## src/rtl/e1rm_pkg.sv

```systemverilog
`timescale 1ns/1ps
package e1rm_pkg;
    localparam int EVT_N   = 3;
    localparam int STAT_W  = 8;
    localparam int BIT_CAS = 0;
    localparam int BIT_FAS = 1;
    localparam int BIT_CRC = 2;

    typedef enum logic {
        RUN_CLEAN,
        RUN_ERRING
    } run_state_t;

    typedef enum logic {
        WIN_WATCH,
        WIN_FIRED
    } win_state_t;
endpackage

```

## src/rtl/e1rm_run_monitor.sv

```systemverilog
`timescale 1ns/1ps
module e1rm_run_monitor
    import e1rm_pkg::*;
#(
    parameter int LIMIT = 3
) (
    input  logic clk,
    input  logic rst,
    input  logic stb,
    input  logic err,
    output logic hit
);
    localparam int CW = $clog2(LIMIT + 1);
    localparam logic [CW-1:0] LAST = CW'(LIMIT - 1);
    localparam logic [CW-1:0] ONE  = CW'(1);

    run_state_t     state, state_n;
    logic [CW-1:0]  cnt, cnt_n;

    // state register
    always_ff @(posedge clk) begin
        if (rst) begin
            state <= RUN_CLEAN;
            cnt   <= '0;
        end else begin
            state <= state_n;
            cnt   <= cnt_n;
        end
    end

    // next state
    always_comb begin
        state_n = state;
        cnt_n   = cnt;
        unique case (state)
            RUN_CLEAN: begin
                if (stb && err) begin
                    state_n = RUN_ERRING;
                    cnt_n   = ONE;
                end
            end
            RUN_ERRING: begin
                if (stb) begin
                    if (!err) begin
                        state_n = RUN_CLEAN;
                        cnt_n   = '0;
                    end else if (cnt == LAST) begin
                        state_n = RUN_CLEAN;
                        cnt_n   = '0;
                    end else begin
                        cnt_n   = cnt + ONE;
                    end
                end
            end
            default: begin
                state_n = RUN_CLEAN;
                cnt_n   = '0;
            end
        endcase
    end

    // outputs
    always_comb begin
        hit = 1'b0;
        unique case (state)
            RUN_CLEAN:  hit = 1'b0;
            RUN_ERRING: hit = stb && err && (cnt == LAST);
            default:    hit = 1'b0;
        endcase
    end

    // a passed check empties the run
    a_r3_pass_clears: assert property (@(posedge clk) disable iff (rst)
        (stb && !err) |=> (cnt == '0));
    // no strobe, no change
    a_r3_idle_holds: assert property (@(posedge clk) disable iff (rst)
        !stb |=> $stable(cnt));
    // the run never reaches its limit as a stored count
    a_r4_count_below_limit: assert property (@(posedge clk) disable iff (rst)
        cnt < CW'(LIMIT));
    // firing restarts the run
    a_r4_fire_restarts: assert property (@(posedge clk) disable iff (rst)
        hit |=> (cnt == '0));
endmodule

```

## src/rtl/e1rm_crc_window.sv

```systemverilog
`timescale 1ns/1ps
module e1rm_crc_window
    import e1rm_pkg::*;
#(
    parameter int WIN    = 1000,
    parameter int THRESH = 915
) (
    input  logic clk,
    input  logic rst,
    input  logic stb,
    input  logic err,
    output logic hit
);
    localparam int WCW = $clog2(WIN + 1);
    localparam int ECW = $clog2(THRESH + 1);
    localparam logic [WCW-1:0] W_LAST = WCW'(WIN - 1);
    localparam logic [ECW-1:0] E_LAST = ECW'(THRESH - 1);

    win_state_t      state, state_n;
    logic [WCW-1:0]  wcnt, wcnt_n;
    logic [ECW-1:0]  ecnt, ecnt_n;
    logic            block_end;

    assign block_end = stb && (wcnt == W_LAST);

    always_ff @(posedge clk) begin
        if (rst) begin
            state <= WIN_WATCH;
            wcnt  <= '0;
            ecnt  <= '0;
        end else begin
            state <= state_n;
            wcnt  <= wcnt_n;
            ecnt  <= ecnt_n;
        end
    end

    always_comb begin
        state_n = state;
        wcnt_n  = wcnt;
        ecnt_n  = ecnt;
        if (stb) begin
            if (block_end) begin
                state_n = WIN_WATCH;
                wcnt_n  = '0;
                ecnt_n  = '0;
            end else begin
                wcnt_n = wcnt + WCW'(1);
                unique case (state)
                    WIN_WATCH: begin
                        if (err) begin
                            ecnt_n = ecnt + ECW'(1);
                            if (ecnt == E_LAST) state_n = WIN_FIRED;
                        end
                    end
                    WIN_FIRED: state_n = WIN_FIRED;
                    default:   state_n = WIN_WATCH;
                endcase
            end
        end
    end

    always_comb begin
        hit = 1'b0;
        unique case (state)
            WIN_WATCH: hit = stb && err && (ecnt == E_LAST);
            WIN_FIRED: hit = 1'b0;
            default:   hit = 1'b0;
        endcase
    end

    // block position stays inside the block
    a_r6_window_bound: assert property (@(posedge clk) disable iff (rst)
        wcnt < WCW'(WIN));
    // the last check of a block restarts both counts
    a_r6_block_restart: assert property (@(posedge clk) disable iff (rst)
        block_end |=> (wcnt == '0) && (ecnt == '0));
    // failures never outnumber checks in the block
    a_r5_err_le_checks: assert property (@(posedge clk) disable iff (rst)
        {{(WCW > ECW ? 0 : ECW-WCW+1){1'b0}}, wcnt} >= {{(ECW > WCW ? 0 : WCW-ECW+1){1'b0}}, ecnt});
    // at most one firing per block
    a_r5_fire_once: assert property (@(posedge clk) disable iff (rst)
        (state == WIN_FIRED) |-> !hit);
endmodule

```

## src/rtl/e1rm_event_bank.sv

```systemverilog
`timescale 1ns/1ps
module e1rm_event_bank
    import e1rm_pkg::*;
#(
    parameter int N = EVT_N
) (
    input  logic         clk,
    input  logic         rst,
    input  logic [N-1:0] set,
    input  logic         clr_we,
    input  logic [N-1:0] clr_mask,
    output logic [N-1:0] q
);
    for (genvar i = 0; i < N; i++) begin : g_bit
        always_ff @(posedge clk) begin
            if (rst)                         q[i] <= 1'b0;
            else if (set[i])                 q[i] <= 1'b1;
            else if (clr_we && clr_mask[i])  q[i] <= 1'b0;
        end

        // a firing always leaves the bit set
        a_r8_set_wins: assert property (@(posedge clk) disable iff (rst)
            set[i] |=> q[i]);
        // a set bit stays set unless its mask bit is written
        a_r7_sticky: assert property (@(posedge clk) disable iff (rst)
            (q[i] && !(clr_we && clr_mask[i])) |=> q[i]);
        // a bit rises only on a firing
        a_r7_rise_cause: assert property (@(posedge clk) disable iff (rst)
            $rose(q[i]) |-> $past(set[i]));
    end
endmodule

```

## src/rtl/e1_resync_monitor.sv

```systemverilog
`timescale 1ns/1ps
module e1_resync_monitor
    import e1rm_pkg::*;
#(
    parameter int FAS_RUN    = 3,
    parameter int CAS_RUN    = 2,
    parameter int CRC_WIN    = 1000,
    parameter int CRC_THRESH = 915
) (
    input  logic             clk,
    input  logic             rst,
    input  logic             fas_stb,
    input  logic             fas_err,
    input  logic             mf_stb,
    input  logic             mf_err,
    input  logic             crc_stb,
    input  logic             crc_err,
    input  logic             clr_we,
    input  logic [EVT_N-1:0] clr_mask,
    output logic [STAT_W-1:0] status
);
    logic [EVT_N-1:0] fire;
    logic [EVT_N-1:0] flags;

    e1rm_run_monitor #(.LIMIT(CAS_RUN)) u_cas_run (
        .clk(clk), .rst(rst), .stb(mf_stb), .err(mf_err), .hit(fire[BIT_CAS])
    );

    e1rm_run_monitor #(.LIMIT(FAS_RUN)) u_fas_run (
        .clk(clk), .rst(rst), .stb(fas_stb), .err(fas_err), .hit(fire[BIT_FAS])
    );

    e1rm_crc_window #(.WIN(CRC_WIN), .THRESH(CRC_THRESH)) u_crc_win (
        .clk(clk), .rst(rst), .stb(crc_stb), .err(crc_err), .hit(fire[BIT_CRC])
    );

    e1rm_event_bank #(.N(EVT_N)) u_bank (
        .clk(clk), .rst(rst), .set(fire), .clr_we(clr_we),
        .clr_mask(clr_mask), .q(flags)
    );

    assign status = {{(STAT_W-EVT_N){1'b0}}, flags};

    // reset empties the status word
    a_r9_reset_clears: assert property (@(posedge clk)
        rst |=> (status == '0));
    // frame alignment flag rises only from a failed strobed check
    a_r1_fas_cause: assert property (@(posedge clk) disable iff (rst)
        $rose(status[BIT_FAS]) |-> $past(fas_stb && fas_err));
    // multiframe flag rises only from a failed strobed check
    a_r2_cas_cause: assert property (@(posedge clk) disable iff (rst)
        $rose(status[BIT_CAS]) |-> $past(mf_stb && mf_err));
    // CRC flag rises only from a failed strobed comparison
    a_r5_crc_cause: assert property (@(posedge clk) disable iff (rst)
        $rose(status[BIT_CRC]) |-> $past(crc_stb && crc_err));
endmodule

```

## config.mk

```make
export PLATFORM = sky130hd
export DESIGN_NAME = e1_resync_monitor
export DESIGN_NICKNAME = d
export VERILOG_FILES = /design/src/rtl/e1rm_pkg.sv /design/src/rtl/e1rm_run_monitor.sv /design/src/rtl/e1rm_crc_window.sv /design/src/rtl/e1rm_event_bank.sv /design/src/rtl/e1_resync_monitor.sv
export SDC_FILE = /design/constraint.sdc
export NUM_CORES = 1
export LEC_CHECK = 0
export ABC_AREA = 1
export BUFFER_PORTS_ARGS = -buffer_cell sky130_fd_sc_hd__buf_4
export CORE_MARGIN = 4
export CORE_UTILIZATION = 28
export CTS_CLUSTER_SIZE = 8
export DETAILED_ROUTE_END_ITERATION = 6
export PLACE_DENSITY_LB_ADDON = 0.12
export SETUP_SLACK_MARGIN = 0.15
export SYNTH_ARGS = -nofsm -noshare
export SYNTH_HDL_FRONTEND = slang
export SYNTH_SLANG_ARGS = --single-unit
```

## constraint.sdc

```tcl
create_clock -name clk -period 1.38 [get_ports clk]
set_input_delay 0.276 -clock clk [delete_from_list [all_inputs] [get_ports clk]]
set_output_delay 0.276 -clock clk [all_outputs]
set_load 0.005 [all_outputs]
```

==> flow_summary.yaml, run 1 <==
run_status:
  status: "finished clean"
sta:
  drv_slew: 0
  rsz0062_at_grt: "true"
  skew_ns: 0.003593
  tns_ns: 0
  fin_crit_sh_pct: 89.20
  min_period_ns: 1.231
  setup_slack_ns: 0.1491
  fmaxAchievable_ghz: 0.8124
  setup_viol: 0
  finalHoldViolations: 0
hold_path:
  min_from: "clr_mask[2]"
  hp-class: "in -> reg"
clocking:
  cts_buffer_depth: 2
  cts_root_buf: "clkbuf_8"
  clk_latency_ns: 0.28
  cts_tree: "built"
  numCtsBuffers: 5
  postCtsHoldBufs: 0
  path_clk_slew_ns: 0.06
  cts.htree.levels: 2
  clkSinkCount: 30
worst_setup_path:
  crit_path_cell_trace: "ha_4 > nand2_4 > inv_1 > nand3_2 > o21ai_2 > buf_4 > o21ai_0"
  crit_buf_inv: 2
  end_kind: "flip-flop"
  worstPathMaxFanout: 3
  startpoint: "u_crc_win.wcnt[0]"
  critPathSlowestCell: "dfxtp_2"
  path_class: "reg -> reg"
  start_kind: "flip-flop"
  required_ns: 1.54
  cp_top_family: "flip-flops"
  arrival_ns: 1.39
  cp_slowest_stage_delay_ns: 0.35
  r2r-start: "u_crc_win.wcnt[0]"
layout:
  nNetsFinal: 261
  design_area_sq_um: 1921
  syn_to_final_growth_pct: 23.39
  drive_above_1_share_pct: 24.39
  fin_cells: 316
  fillers: 544
  antenna_cells: 0
power:
  p_seq_share_pct: 52.8
  power_density_nw_per_um2: 886.1
  p_sw_share_pct: 23.50
  power.internal_mw: 1.302
  clkPwrFrac_pct: 38.2
  p_sw_uw: 400.0
  peakVddDrop_mv: 0.4462
  p_leak_nw: 0.8031
  combPwrFrac_pct: 8.9
  power_mw: 1.702
route:
  drt_iter0_drc: 39
  drc: 0
  dr.pass1.iters: 4
  wl_per_cell_microns: 9.449
  drt-vias-per-instance: 4.184
  num_vias: 1322
  routed_wl_microns: 2986
  antenna_left: 0
placed_design:
  dp_cells: 304
  dp_hpwl_microns: 2241
  place.gp.congestion: 0.7191
  io_buffers: 14
  place_area_sq_um: 1738
  dp_worst_setup_slack_ns: 0.09389
die:
  start_util_pct: 29.72
  die_y_microns: 82.56
  ios: 20
  die_x_microns: 82.56
  core_sq_um: 5238
  die-area_sq_um: 6816
  num_rows: 26
global_routing:
  grt_pass1_wl_microns: 5492
  grt_antenna_before_repair: 0
  grt_max_degree: 14
  grtUsageTotal_pct: 10.56
  grt_pass1_vias: 1284
  overflow: 0
synth:
  ys_seq_elements: 30
  syn_inst: 219
  avgSynthCellArea_sq_um: 7.107
  yosys_warnings: 0
  ys_types: 30
  seq_area_frac_synth_pct: 38.59
  netlist_area_sq_um: 1556
job:
  drv_cap: 0
==> final timing paths <==
check / to / slack (ns) / cells past startpoint
worst max register to register: u_crc_win.wcnt[0] / 0.15 / 7
worst min register to register: u_cas_run.cnt[1] / 0.44 / 2
worst max-delay path: u_crc_win.wcnt[0] / 0.15 / 7
worst min-delay path: u_bank.q[2] / 0.27 / 4
==> tightest hold or removal path: stages <==
cell and delay [ns]:
buf_4 0.08, nand2_1 0.04, nand2_1 0.05, a21oi_1 0.05
==> synthesized netlist by cell type, drive strengths merged <==
library cell,count,area [sq um]
xor2,3,26.28
or2,5,31.28
nor3b,1,7.510
nor2,41,195.2
buf,7,60.06
ha,3,37.54
a211oi,1,7.510
a21oi,15,78.83
nand4,5,31.28
nand3,13,77.58
o21ai,6,33.78
conb,1,3.750
nor3,10,55.05
inv,28,105.1
nand2,49,201.5
dfxtp,30,600.6
clkbuf,1,3.750
==> power by group through the flow <==
stage          Combinational, mW  Sequential, mW  Clock, mW
3_3_place_gp               0.133           0.916          0
6_report                   0.152           0.899      0.651
2_1_floorplan             0.0942           0.913          0
4_1_cts                    0.142           0.895      0.683
5_1_grt                    0.174           0.900      0.735
3_5_place_dp               0.131           0.916          0
==> layer usage <==
metal,global-route usage (%),up-vias,wire [microns]
met4,4.902,0,65
li1,-,728,-
met1,12.62,574,1419
met3,2.928,6,102
met5,0,-,0
met2,17.47,14,1398
==> through the flow <==
step,hold slack (ns),utilization (%)
global placement,0.4400,33.18
CTS,0.2691,35.31
global route,0.2753,36.67
floorplan,0.3545,-
finish,0.2737,36.67
detailed placement,0.4387,33.18
==> layout make-up <==
cell class	count	area, sq um	area share [%]
Timing Repair Buffer	24	187.7	9.772
Multi-Input combinational cell	157	858.3	44.69
Clock buffer	7	76.32	3.974
Inverter	28	105.1	5.472
Sequential cell	30	605.6	31.53
Tap cell	70	87.58	4.560
==> what timing repair did <==
| action | CTS | global route |
|---|---|---|
| endpoints found under the setup margin | 20 | 21 |
| pin swaps | 3 | 12 |
| setup buffers | 2 | 3 |
| resized for setup | 6 | 14 |
==> placed cells by master (no fill, tap or decap) <==
cell type | netlist | layout
xor2_1 | 3 | 3
o21ai_2 | 1 | 1
inv_2 | 2 | 3
a21oi_1 | 14 | 14
nand2_4 | 2 | 3
o21ai_0 | 4 | 4
nand4_1 | 5 | 5
nand3_2 | 0 | 3
nand3_1 | 12 | 9
conb_1 | 1 | 5
dfxtp_2 | 0 | 4
nor3b_1 | 1 | 1
nor3_4 | 0 | 1
o21ai_1 | 1 | 1
nand2_1 | 46 | 45
ha_1 | 3 | 1
dfxtp_1 | 30 | 26
clkbuf_1 | 1 | 2
nor2_8 | 1 | 1
nor2_1 | 36 | 33
a211oi_1 | 1 | 1
or2_0 | 2 | 2
ha_4 | 0 | 1
nor2_2 | 1 | 3
nand3_4 | 1 | 1
inv_1 | 26 | 25
buf_6 | 2 | 2
a21oi_2 | 1 | 1
ha_2 | 0 | 1
nor3_1 | 9 | 9
nor2_4 | 3 | 4
buf_4 | 5 | 22
nand2_2 | 1 | 1
clkbuf_8 | 0 | 5
or2_2 | 3 | 3
==> cells by family (layout without fill, tap and decap cells) <==
kind of cell | Yosys count | in the layout | share of synthesized area (%)
simple gates | 124 | 124 | 38.51
flops | 30 | 30 | 38.59
other cells | 1 | 5 | 0.2409
compound gates | 22 | 22 | 7.717
fa+ha+maj | 3 | 3 | 2.412
xor+xnor | 3 | 3 | 1.688
buf+inv | 36 | 59 | 10.85
==> sequential cells by signal (all words and copies together) (netlist names) <==
signal / count
u_cas_run.cnt: 2
u_crc_win.wcnt: 10
u_fas_run.cnt: 2
u_crc_win.state: 1
u_fas_run.state: 1
u_bank.q: 3
u_crc_win.ecnt: 10
u_cas_run.state: 1
(Power assumes the default switching activity.)
==> run 2: changes to the inputs <==
CORE_MARGIN = unset   (was 4)
==> run 2 against run 1 <==
  * Total power is 15% higher
  * Via count rose by 0.38%
  * Count of clock-buffer cells in the layout is 2 lower
  * Global-route usage grew 0.90 points
  * Critical path depth did not move
  * Combinational power barely moved
  * Setup slack gained 0.031 ns
  * Cell area increased by 2.3%
==> flow_summary.yaml, run 2 (synthesis results as in run 1) <==
run_status:
  status: "finished clean"
job:
  drv_cap: 0
route:
  wl_per_cell_microns: 9.608
  drt-vias-per-instance: 4.199
  drc: 0
  antenna_left: 0
  dr.pass1.iters: 4
  routed_wl_microns: 3036
  drt_iter0_drc: 27
  num_vias: 1327
sta:
  rsz0062_at_grt: "true"
  finalHoldViolations: 0
  skew_ns: 0.005734
  setup_slack_ns: 0.1805
  fmaxAchievable_ghz: 0.8337
  drv_slew: 0
  tns_ns: 0
  setup_viol: 0
  min_period_ns: 1.199
  fin_crit_sh_pct: 86.92
  fin_hold_ws_ns: 0.2586
power:
  p_leak_nw: 0.8090
  peakVddDrop_mv: 0.6573
  power_density_nw_per_um2: 993.6
layout:
  reg_top3: "u_crc_win.ecnt: 10 flops, u_crc_win.wcnt: 10 flops, u_bank.q: 3 flops"
  antenna_cells: 0
  syn_to_final_growth_pct: 26.21
  final_cell_mix: "nand2_1 (44), nor2_1 (32), dfxtp_1 (24), inv_1 (23), buf_4 (20)"
  drive_above_1_share_pct: 27.24
  layout_commonest_cell: "nand2_1"
  nNetsFinal: 260
clocking:
  numCtsBuffers: 5
  path_clk_slew_ns: 0.07
  cts.htree.levels: 2
  clk_latency_ns: 0.28
  cts_root_buf: "clkbuf_8"
  clkSinkCount: 30
  cts_tree: "built"
  cts_buffer_depth: 2
worst_setup_path:
  start_kind: "flip-flop"
  r2r-start: "u_crc_win.wcnt[0]"
  critPathSlowestCell: "dfxtp_2"
  arrival_ns: 1.37
  worstPathMaxFanout: 8
  startpoint: "u_crc_win.wcnt[0]"
  path_class: "reg -> reg"
  required_ns: 1.56
  crit_path_cell_trace: "ha_4 > nand2_4 > inv_2 > nand3_2 > o21ai_2 > buf_6 > nor3_1"
  end_kind: "flip-flop"
  cp_slowest_stage_delay_ns: 0.35
  cp_top_family: "flip-flops"
  crit_buf_inv: 2
global_routing:
  grt_max_degree: 14
  grt_pass1_wl_microns: 5347
  grtUsageTotal_pct: 11.46
  overflow: 0
  grt_antenna_before_repair: 0
  grt_pass1_vias: 1275
die:
  ios: 20
  die_y_microns: 76.56
  die-area_sq_um: 5861
  start_util_pct: 29.72
  die_x_microns: 76.56
  core_sq_um: 5238
  num_rows: 26
placed_design:
  dp_hpwl_microns: 2218
  io_buffers: 14
  dp_worst_setup_slack_ns: 0.07573
  place.gp.congestion: 0.6969
hold_path:
  hp-class: "in -> reg"
  min_from: "clr_mask[2]"
==> run 2: changes by cell type in the layout (fill, tap and decap cells not counted), sizes merged <==
cell	before	now
clkbuf	7	5
clkinvlp	0	2
buf	24	23
bufinv	0	1
==> run 2: metrics by stage <==
stage	power (mW)	utilization [%]	instance area, sq um	instances
2_1_floorplan	1.008	-	1572	223
3_3_place_gp	1.053	33.33	1745	305
3_5_place_dp	1.050	33.33	1745	305
4_1_cts	1.978	36.41	1907	315
5_1_grt	2.040	37.51	1964	316
6_report	1.952	37.51	1964	316
==> run 2: cell type report <==
| cell class | instances | area, sq um |
|---|---|---|
| clock buffers | 5 | 68.82 |
| clock inverters | 3 | 45.04 |
| fillers | 567 | 3273 |
| inverters | 28 | 105.1 |
| multi-input cells | 157 | 865.8 |
| flip-flops and latches | 30 | 608.1 |
| well taps | 70 | 87.58 |
| repair buffers | 23 | 183.9 |
==> run 2: power by group <==
part           leakage (nW)  total [mW]  switching, mW  internal [mW]
sequential            0.246       0.897         0.0134          0.884
combinational         0.513       0.155         0.0839         0.0709
clock                0.0504       0.900          0.363          0.537
==> run 2: per-layer routing <==
metal / routed length (microns) / vias to the layer above / GRT usage, % / part of all wire [%]
met5: 0 / - / 0 / 0
met4: 46 / 0 / 5.192 / 1.5
met3: 96 / 4 / 3.353 / 3.2
met2: 1449 / 17 / 19.64 / 48
met1: 1443 / 574 / 13.07 / 48
li1: - / 732 / - / -
==> run 2: path summary, 6_finish.rpt <==
kind | to | slack [ns] | depth (start not counted)
setup / recovery | u_crc_win.ecnt[6] | 0.18 | 7
hold / removal | u_bank.q[2] | 0.26 | 4
setup reg to reg | u_crc_win.ecnt[6] | 0.18 | 7
hold reg to reg | u_cas_run.cnt[1] | 0.45 | 2
==> run 2: repair_timing <==
| action | in CTS | in global routing |
|---|---|---|
| pin swaps | 1 | 7 |
| hold buffers | 0 | 0 |
| buffers inserted | 2 | 1 |
| resized for setup | 8 | 20 |
| endpoints found under the setup margin | 19 | 15 |
| endpoints found under the hold margin | 0 | 0 |
==> run 2: tightest hold or removal path, stage by stage <==
cell     delay [ns]
buf_4          0.08
nand2_1        0.04
nand2_1        0.05
a21oi_1        0.05
==> run 3: changes to the inputs <==
CORE_ASPECT_RATIO = 1.25   (was unset)
REMOVE_ABC_BUFFERS = 1   (was unset)
==> run 3 against run 2 <==
  * Global-route usage increased by 0.29 points
  * Fmax up 2.9%
  * Cell count shrank 2.5%
  * Non-clock buffer count shrank 2
  * Sequential cell count did not move
  * First-iteration DRC count rose by 52%
  * Setup slack better by 0.034 ns
  * Total power down 9.0%
  * Cell area down 3.0%
  * Die area is essentially flat
==> flow_summary.yaml, run 3 (synthesis results as in run 1) <==
worst_setup_path:
  end_kind: "flip-flop"
  start_kind: "flip-flop"
  required_ns: 1.55
  path_class: "reg -> reg"
  arrival_ns: 1.33
  worstPathMaxFanout: 3
die:
  start_util_pct: 28.80
  die-area_sq_um: 5863
  core_sq_um: 5405
  die_y_microns: 85.36
  num_rows: 30
  ios: 20
  die_x_microns: 68.69
placed_design:
  dp_worst_setup_slack_ns: 0.08538
  place.gp.congestion: 0.7055
  dp_hpwl_microns: 2283
  io_buffers: 14
layout:
  drive_above_1_share_pct: 25.00
  layout_commonest_cell: "nand2_1"
  antenna_cells: 0
  final-seq-area_sq_um: 610.6
  multiInputGateArea_sq_um: 853.3
  reg_top3: "u_crc_win.ecnt: 10 flops, u_crc_win.wcnt: 10 flops, u_bank.q: 3 flops"
  final_cell_mix: "nand2_1 (44), nor2_1 (34), inv_1 (25), dfxtp_1 (24), buf_4 (19)"
  syn_to_final_growth_pct: 22.43
  fillers: 593
  nNetsFinal: 258
clocking:
  cts_root_buf: "clkbuf_8"
  postCtsHoldBufs: 0
  path_clk_slew_ns: 0.07
  cts.htree.levels: 2
  clkSinkCount: 30
  cts_buffer_depth: 2
  cts_tree: "built"
  clk_latency_ns: 0.28
  numCtsBuffers: 5
global_routing:
  grt_pass1_wl_microns: 5119
  top_usage_layer: "met2"
  overflow: 0
  met1_usage_pct: 14.09
  grt_max_degree: 14
  grt_pass1_vias: 1200
  grtUsageTotal_pct: 11.76
  met2_usage_pct: 18.81
  use_met3_pct: 3.226
  grt_antenna_before_repair: 0
sta:
  setup_slack_ns: 0.2147
  setup_viol: 0
  drv_slew: 0
  rsz0062_at_grt: "true"
  finalHoldViolations: 0
  fin_crit_sh_pct: 84.44
  tns_ns: 0
  min_period_ns: 1.165
  fmaxAchievable_ghz: 0.8581
  skew_ns: 0.005094
route:
  drt-vias-per-instance: 4.383
  num_vias: 1350
  dr.pass1.iters: 4
  drt_iter0_drc: 41
  drc: 0
  antenna_left: 0
  routed_wl_microns: 3065
  wl_per_cell_microns: 9.951
job:
  drv_cap: 0
power:
  p_leak_nw: 0.7991
  peakVddDrop_mv: 0.2401
  power_density_nw_per_um2: 932.2
run_status:
  status: "finished clean"
hold_path:
  hp-class: "in -> reg"
## run 3: changes by cell type in the layout (fill, tap and decap cells not counted), sizes merged
cell / previous run / this run
clkinvlp: 2 / 0
clkinv: 0 / 1
bufinv: 1 / 0
buf: 23 / 21
clkbuf: 5 / 7
## run 3: layer usage
layer,up-vias,wire length [microns]
met5,-,0
met4,0,49
met3,5,130
met2,20,1377
met1,601,1508
li1,724,-
## run 3: report_power, final
group,internal (mW),leakage [nW],total [mW],switching (mW)
Sequential,0.883,0.246,0.898,0.0144
Combinational,0.0659,0.505,0.146,0.0798
Clock,0.402,0.0482,0.733,0.331
## run 3: worst max-delay path, cell delays in order (launching register included)
cell	delay, ns
dfxtp_4	0.36
ha_4	0.15
nand2_4	0.05
inv_1	0.07
nand3_2	0.08
o21ai_2	0.15
buf_4	0.14
o21ai_0	0.06
## run 3: metrics by stage
stage	power, mW	instances	instance area, sq um	hold WS [ns]	utilization [%]
floorplan	0.9831	215	1508	0.3451	-
global placement	1.050	298	1730	0.4345	32.01
detailed placement	1.048	298	1730	0.4421	32.01
CTS	1.816	307	1849	0.2618	34.21
global route	1.872	308	1906	0.2858	35.25
finish	1.776	308	1906	0.2690	35.25
## run 3: worst paths after layout
| path | startpoint | to | slack, ns | cells after the start |
|---|---|---|---|---|
| min | clr_mask[2] | u_bank.q[2] | 0.27 | 4 |
| min reg2reg | u_cas_run.cnt[1] | u_cas_run.cnt[1] | 0.45 | 2 |
| max reg2reg | u_crc_win.wcnt[1] | u_crc_win.wcnt[0] | 0.21 | 7 |
| max | u_crc_win.wcnt[1] | u_crc_win.wcnt[0] | 0.21 | 7 |
## run 3: layout make-up
type	count	area share, %
Clock buffer	7	4.531
Clock inverter	1	0.2626
Inverter	28	5.515
Multi-Input combinational cell	157	44.78
Sequential cell	30	32.04
Tap cell	64	4.202
Timing Repair Buffer	21	8.667
## run 3: repair_timing
action | CTS | global route
pin swaps | 1 | 9
resized for setup | 6 | 16
setup endpoints to repair | 20 | 20
setup buffers | 1 | 1
